## src/rtl/dbgt_pkg.sv

```systemverilog
package dbgt_pkg;
  typedef enum logic [1:0] {
    HS_IDLE = 2'd0,
    HS_WAIT = 2'd1,
    HS_ACK  = 2'd2
  } hs_state_e;
endpackage

```

## src/rtl/dbgt_handshake.sv

```systemverilog
module dbgt_handshake #(
  parameter int LATENCY = 2
) (
  input  logic clk_i,
  input  logic rst_i,
  input  logic req_i,
  output logic start_o,
  output logic ack_o
);
  import dbgt_pkg::*;

  hs_state_e state_q;
  logic      ack_q;
  logic      wait_done;

  assign start_o = (state_q == HS_IDLE) && req_i;
  assign ack_o   = ack_q;

  generate
    if (LATENCY == 0) begin : g_nolat
      assign wait_done = 1'b1;
    end else begin : g_lat
      localparam int CNT_W = $clog2(LATENCY) + 1;
      logic [CNT_W-1:0] cnt_q;
      always_ff @(posedge clk_i) begin
        if (rst_i || start_o) begin
          cnt_q <= '0;
        end else if (state_q == HS_WAIT) begin
          cnt_q <= cnt_q + 1'b1;
        end
      end
      assign wait_done = (cnt_q == CNT_W'(LATENCY - 1));
    end
  endgenerate

  always_ff @(posedge clk_i) begin
    if (rst_i) begin
      state_q <= HS_IDLE;
      ack_q   <= 1'b0;
    end else begin
      unique case (state_q)
        HS_IDLE: begin
          if (req_i) begin
            if (LATENCY == 0) begin
              state_q <= HS_ACK;
              ack_q   <= 1'b1;
            end else begin
              state_q <= HS_WAIT;
            end
          end
        end
        HS_WAIT: begin
          if (wait_done) begin
            state_q <= HS_ACK;
            ack_q   <= 1'b1;
          end
        end
        HS_ACK: begin
          if (!req_i) begin
            state_q <= HS_IDLE;
            ack_q   <= 1'b0;
          end
        end
        default: begin
          state_q <= HS_IDLE;
          ack_q   <= 1'b0;
        end
      endcase
    end
  end
endmodule

```

## src/rtl/dbgt_regbank.sv

```systemverilog
module dbgt_regbank #(
  parameter int DATA_W   = 32,
  parameter int NUM_REGS = 16,
  parameter int IDX_W    = 4
) (
  input  logic              clk_i,
  input  logic              rst_i,
  input  logic              wr_en_i,
  input  logic [IDX_W-1:0]  wr_idx_i,
  input  logic [DATA_W-1:0] wr_data_i,
  input  logic              rd_en_i,
  input  logic              rd_hit_i,
  input  logic [IDX_W-1:0]  rd_idx_i,
  output logic [DATA_W-1:0] rd_data_o
);
  logic [DATA_W-1:0] mem_q [NUM_REGS];
  logic [DATA_W-1:0] rd_q;

  always_ff @(posedge clk_i) begin
    if (rst_i) begin
      for (int i = 0; i < NUM_REGS; i++) begin
        mem_q[i] <= '0;
      end
    end else if (wr_en_i) begin
      mem_q[wr_idx_i] <= wr_data_i;
    end
  end

  always_ff @(posedge clk_i) begin
    if (rst_i) begin
      rd_q <= '0;
    end else if (rd_en_i) begin
      rd_q <= rd_hit_i ? mem_q[rd_idx_i] : '0;
    end
  end

  assign rd_data_o = rd_q;
endmodule

```

## src/rtl/dbg_reg_target.sv

```systemverilog
module dbg_reg_target #(
  parameter int ADDR_W   = 8,
  parameter int DATA_W   = 32,
  parameter int NUM_REGS = 16,
  parameter int LATENCY  = 2
) (
  input  logic              clk_i,
  input  logic              rst_i,
  input  logic              req_i,
  input  logic              wr_i,
  input  logic [ADDR_W-1:0] addr_i,
  input  logic [DATA_W-1:0] wdata_i,
  output logic [DATA_W-1:0] rdata_o,
  output logic              ack_o
);
  localparam int IDX_W = (NUM_REGS > 1) ? $clog2(NUM_REGS) : 1;

  logic             start;
  logic             hit;
  logic [IDX_W-1:0] idx;

  assign hit = ({1'b0, addr_i} < (ADDR_W + 1)'(NUM_REGS));
  assign idx = IDX_W'(addr_i);

  dbgt_handshake #(
    .LATENCY(LATENCY)
  ) hs_i (
    .clk_i  (clk_i),
    .rst_i  (rst_i),
    .req_i  (req_i),
    .start_o(start),
    .ack_o  (ack_o)
  );

  dbgt_regbank #(
    .DATA_W  (DATA_W),
    .NUM_REGS(NUM_REGS),
    .IDX_W   (IDX_W)
  ) bank_i (
    .clk_i    (clk_i),
    .rst_i    (rst_i),
    .wr_en_i  (start && wr_i && hit),
    .wr_idx_i (idx),
    .wr_data_i(wdata_i),
    .rd_en_i  (start && !wr_i),
    .rd_hit_i (hit),
    .rd_idx_i (idx),
    .rd_data_o(rdata_o)
  );
endmodule

```

## config.mk

```make
export PLATFORM = sky130hd
export DESIGN_NAME = dbg_reg_target
export DESIGN_NICKNAME = d
export VERILOG_FILES = /design/src/rtl/dbgt_pkg.sv /design/src/rtl/dbgt_handshake.sv /design/src/rtl/dbgt_regbank.sv /design/src/rtl/dbg_reg_target.sv
export SDC_FILE = /design/constraint.sdc
export NUM_CORES = 1
export LEC_CHECK = 0
export BUFFER_PORTS_ARGS = -buffer_cell sky130_fd_sc_hd__clkbuf_2
export CAP_MARGIN = 20
export CORE_MARGIN = 2
export CORE_UTILIZATION = 35
export CTS_CLUSTER_DIAMETER = 120
export DETAILED_ROUTE_END_ITERATION = 6
export PLACE_DENSITY = 0.49
export SETUP_SLACK_MARGIN = 0.15
export SLEW_MARGIN = 10
export SYNTH_ARGS = -nofsm -noshare
export SYNTH_HDL_FRONTEND = slang
export SYNTH_SLANG_ARGS = --single-unit
```

## constraint.sdc

```tcl
create_clock -name clk_i -period 3.2 [get_ports clk_i]
set_clock_uncertainty 0.1 [all_clocks]
set_input_delay 0.32 -clock clk_i [delete_from_list [all_inputs] [get_ports clk_i]]
set_output_delay 0.32 -clock clk_i [all_outputs]
set_load 0.02 [all_outputs]
```

==> key figures <==
Outcome
  • Status: finished, final reports clean

Min path
  • Hold depth: 2
  • Worst Hold End: bank_i.mem_q[10][3]
  • Hold Startpoint: wdata_i[3]
  • Hold Crit Class: primary input to register

Power and ir drop
  • Maximum vdd drop: 0.421 mV
  • Pwr dens: between 500 and 600 mW/mm²
  • Leakage power total: ~11 nW

Placed design
  • DP HPWL: approximately 37 mm
  • Placed cells: between 2000 and 2500
  • Gpl congestion: 0.740
  • Port Buffers: between 70 and 80

Clock network
  • Reg clk slew, reported paths: approximately 0.060 ns
  • Clock tree buffer depth: 3
  • CTS Buf Count: 59
  • PostCTS Resize Cnt: 0
  • Worst skew pair latency: 0.61 ns
  • Post-CTS Setup Bufs: 0
  • CTS tree: done
  • CTS H-Tree Depth: 2
  • CTS Sinks: ~550
  • Root Buffer: clkbuf_16
  • Hold_buf cts: 1

GRT
  • First-pass GRT wire length: 94.2 mm
  • GR Util met2: 0.303
  • Met1 usage in global routing: 0.252
  • Met3 Track Usage GR: 0.0315
  • Grt total ovfl: 0
  • GR peak layer: met2
  • Pin count of the biggest net entering global routing: 44
  • Number of antenna violations at the first check in global routing: 1
  • Vias in the first global route: 13700
  • Total track usage: 0.183

Die
  • I/O pin cnt: 77
  • Die area: 0.0720 mm²
  • Die width: between 200 and 300 µm
  • Core ar.: approximately 0.069 mm²
  • DIE HEIGHT: around 270 µm
  • # rows: 96
  • Initial Util: 0.355

Yosys
  • Number of synthesized flops with an enable pin: 512
  • Number of synthesis warnings: 0
  • Synth Net Count: 1594
  • Post-synthesis sequential area ratio: 0.659
  • Yosys reg bits: 549
  • Mean Syn Cell Area: ~16 µm²
  • Fraction of registers with async set/reset: 0
  • Unique masters post-synth: 31
  • Most used DFF post-synth: edfxtp_1
  • Synth Cell Area: around 0.024 mm²
  • Mapped Cells: 1549

Routing
  • Final ANT Viol Nets: 0
  • Routed wire per std cell: 24.5 µm
  • # DRC: 0
  • Drt total wl: around 64 mm
  • Initial DRC count: ~950
  • Pre-antenna DRT Iters: 5
  • Via density: about 5
  • Via total after detailed routing: ~13000

Worst setup path
  • Critical Path AT: 2.97 ns
  • Reg-to-Reg Start: hs_i.state_q[1]
  • CP bufs+invs: 0
  • Reg2Reg Depth: 4
  • CP max-delay cell: nor2_1
  • Register-to-Register Setup Slack: slightly below 0.7 ns
  • Critical Path Start Type: register
  • Data required, critical path: 3.65 ns
  • CP Cell Sequence: nor4b_2 -> nand4bb_2 -> nor2_1 -> a211o_1
  • R2r endpoint: bank_i.rd_data_o[16]
  • Crit-path leading delay family: simple AND/OR/NAND/NOR gates
  • Crit. End Element: register
  • Crit Path Max Fanout: 13
  • Crit path largest cell delay: approximately 0.66 ns
  • WS Path Type: register to register

Final layout
  • Final nets: around 1700
  • Non-Filler Instances: between 2000 and 3000
  • Share of layout cells above drive strength 1: 0.232
  • Area growth, synth to finish: 14.6%
  • Fillers: around 6200
  • Register Area: roughly 0.016 mm²
  • Multi-input logic area: between 0.007 and 0.008 mm²

Timing
  • Unrepaired setup endpoints after global routing: false
  • Max Fclk: 397 MHz
  • Fin crit share: 0.788
  • Max_slew headroom: 0.527
  • Slew @ Worst Pin: roughly 0.71 ns
  • Fin. max-slew vios: 0
  • Final hold viol count: 0
  • Fin crit period: 2.52 ns
  • Final setup fails: 0
  • Setup TNS: 0 ns

Flow run
  • Max_cap viols: 0
[through the flow]
step           utilization  worst slack, ns  total power (W)  hold slack [ns]  area, µm²
4_1_cts              0.407            0.759           0.0157           0.0716      28000
2_1_floorplan            -            0.892          0.00878            0.357      24400
3_3_place_gp         0.380            0.526          0.00917            0.349      26200
5_1_grt              0.407            0.588           0.0161            0.122      28000
6_report             0.407            0.678           0.0155            0.109      28000
3_5_place_dp         0.380            0.464          0.00919            0.356      26200
[registers in the layout, summed over array words and instances (netlist names)]
signal            cells
bank_i.mem_q        512
bank_i.rd_data_o     32
hs_i.g_lat.cnt_q      2
hs_i.state_q          2
hs_i.ack_o            1
[Yosys cell counts (2+ instances only)]
cell,n,area [µm²]
nor4_4,3,63.8
nand2_1,5,18.8
nor2_1,69,259
nand4bb_1,3,33.8
clkbuf_1,104,390
inv_1,3,11.3
dfxtp_1,37,741
edfxtp_1,512,15400
a211o_1,32,280
nand3b_1,2,15.0
or2_2,17,106
buf_2,22,110
nor3_2,13,130
and2_1,512,3200
mux4_2,128,2880
buf_1,5,18.8
mux2i_1,64,641
nor3b_1,2,15.0
a21oi_1,4,20.0
[where the power goes]
part / switching [W] / leakage, nW / internal [W]
Sequential: 0.0000592 / 5.60 / 0.00804
Clock: 0.00278 / 0.886 / 0.00374
Combinational: 0.000561 / 4.13 / 0.000349
Total: 0.00341 / 10.6 / 0.0121
[layout by cell type, fill, tap and decap left out, drive strengths merged, types with 2 or more instances in the layout]
| cell | count |
|---|---|
| diode | 3 |
| inv | 3 |
| and2 | 512 |
| nor4 | 3 |
| a21oi | 4 |
| or2 | 17 |
| clkinvlp | 2 |
| nor3b | 2 |
| edfxtp | 512 |
| nor4b | 2 |
| mux2i | 64 |
| nand2 | 5 |
| buf | 66 |
| dfxtp | 37 |
| clkinv | 15 |
| nand4bb | 3 |
| nor3 | 13 |
| clkbuf | 168 |
| a211o | 32 |
| nor2 | 69 |
| mux4 | 128 |
| nand3b | 2 |
[logic make-up (layout without fill, tap and decap cells)]
group | after synthesis | count (layout) | share of synthesized area
and+or+nand+nor | 632 | 632 | 0.161
DFF | 549 | 549 | 0.659
muxes | 192 | 192 | 0.144
buffers and inverters | 136 | 256 | 0.0222
AOI/OAI and AO/OA | 39 | 39 | 0.0131
adders and majority gates | 1 | 1 | 0.000512
other | 0 | 3 | 0
[metal layers]
metal  share of wire  vias to the layer above
met5               0                        -
met4           0.014                        0
met3           0.044                       63
met2            0.49                      260
met1            0.45                     6722
li1                -                     5829
[layout make-up]
type                       count  area share
antenna                        3    0.000268
clock buffer                  94      0.0614
clock inverter                17     0.00406
inverter                       4    0.000625
multi-input combinational    864       0.281
sequential                   549       0.575
tap                          931      0.0416
timing repair buffer         141      0.0357
[worst register-to-register path: stages, from the launching register on]
cell	delay [ns]
dfxtp_1	0.38
nor4b_2	0.50
nand4bb_2	0.64
nor2_1	0.66
a211o_1	0.17
[worst max path at each step]
stage / cells after the start / end / slack [ns] / startpoint
after floorplan: 4 / bank_i.mem_q[1][0] / 0.89 / addr_i[7]
after global placement: 6 / bank_i.mem_q[1][24] / 0.53 / addr_i[7]
after detailed placement: 6 / bank_i.mem_q[1][25] / 0.46 / addr_i[7]
after CTS: 4 / bank_i.rd_data_o[16] / 0.76 / hs_i.state_q[1]
after global routing: 4 / bank_i.rd_data_o[16] / 0.59 / hs_i.state_q[1]
final: 4 / bank_i.rd_data_o[16] / 0.68 / hs_i.state_q[1]
(Power assumes the default switching activity.)
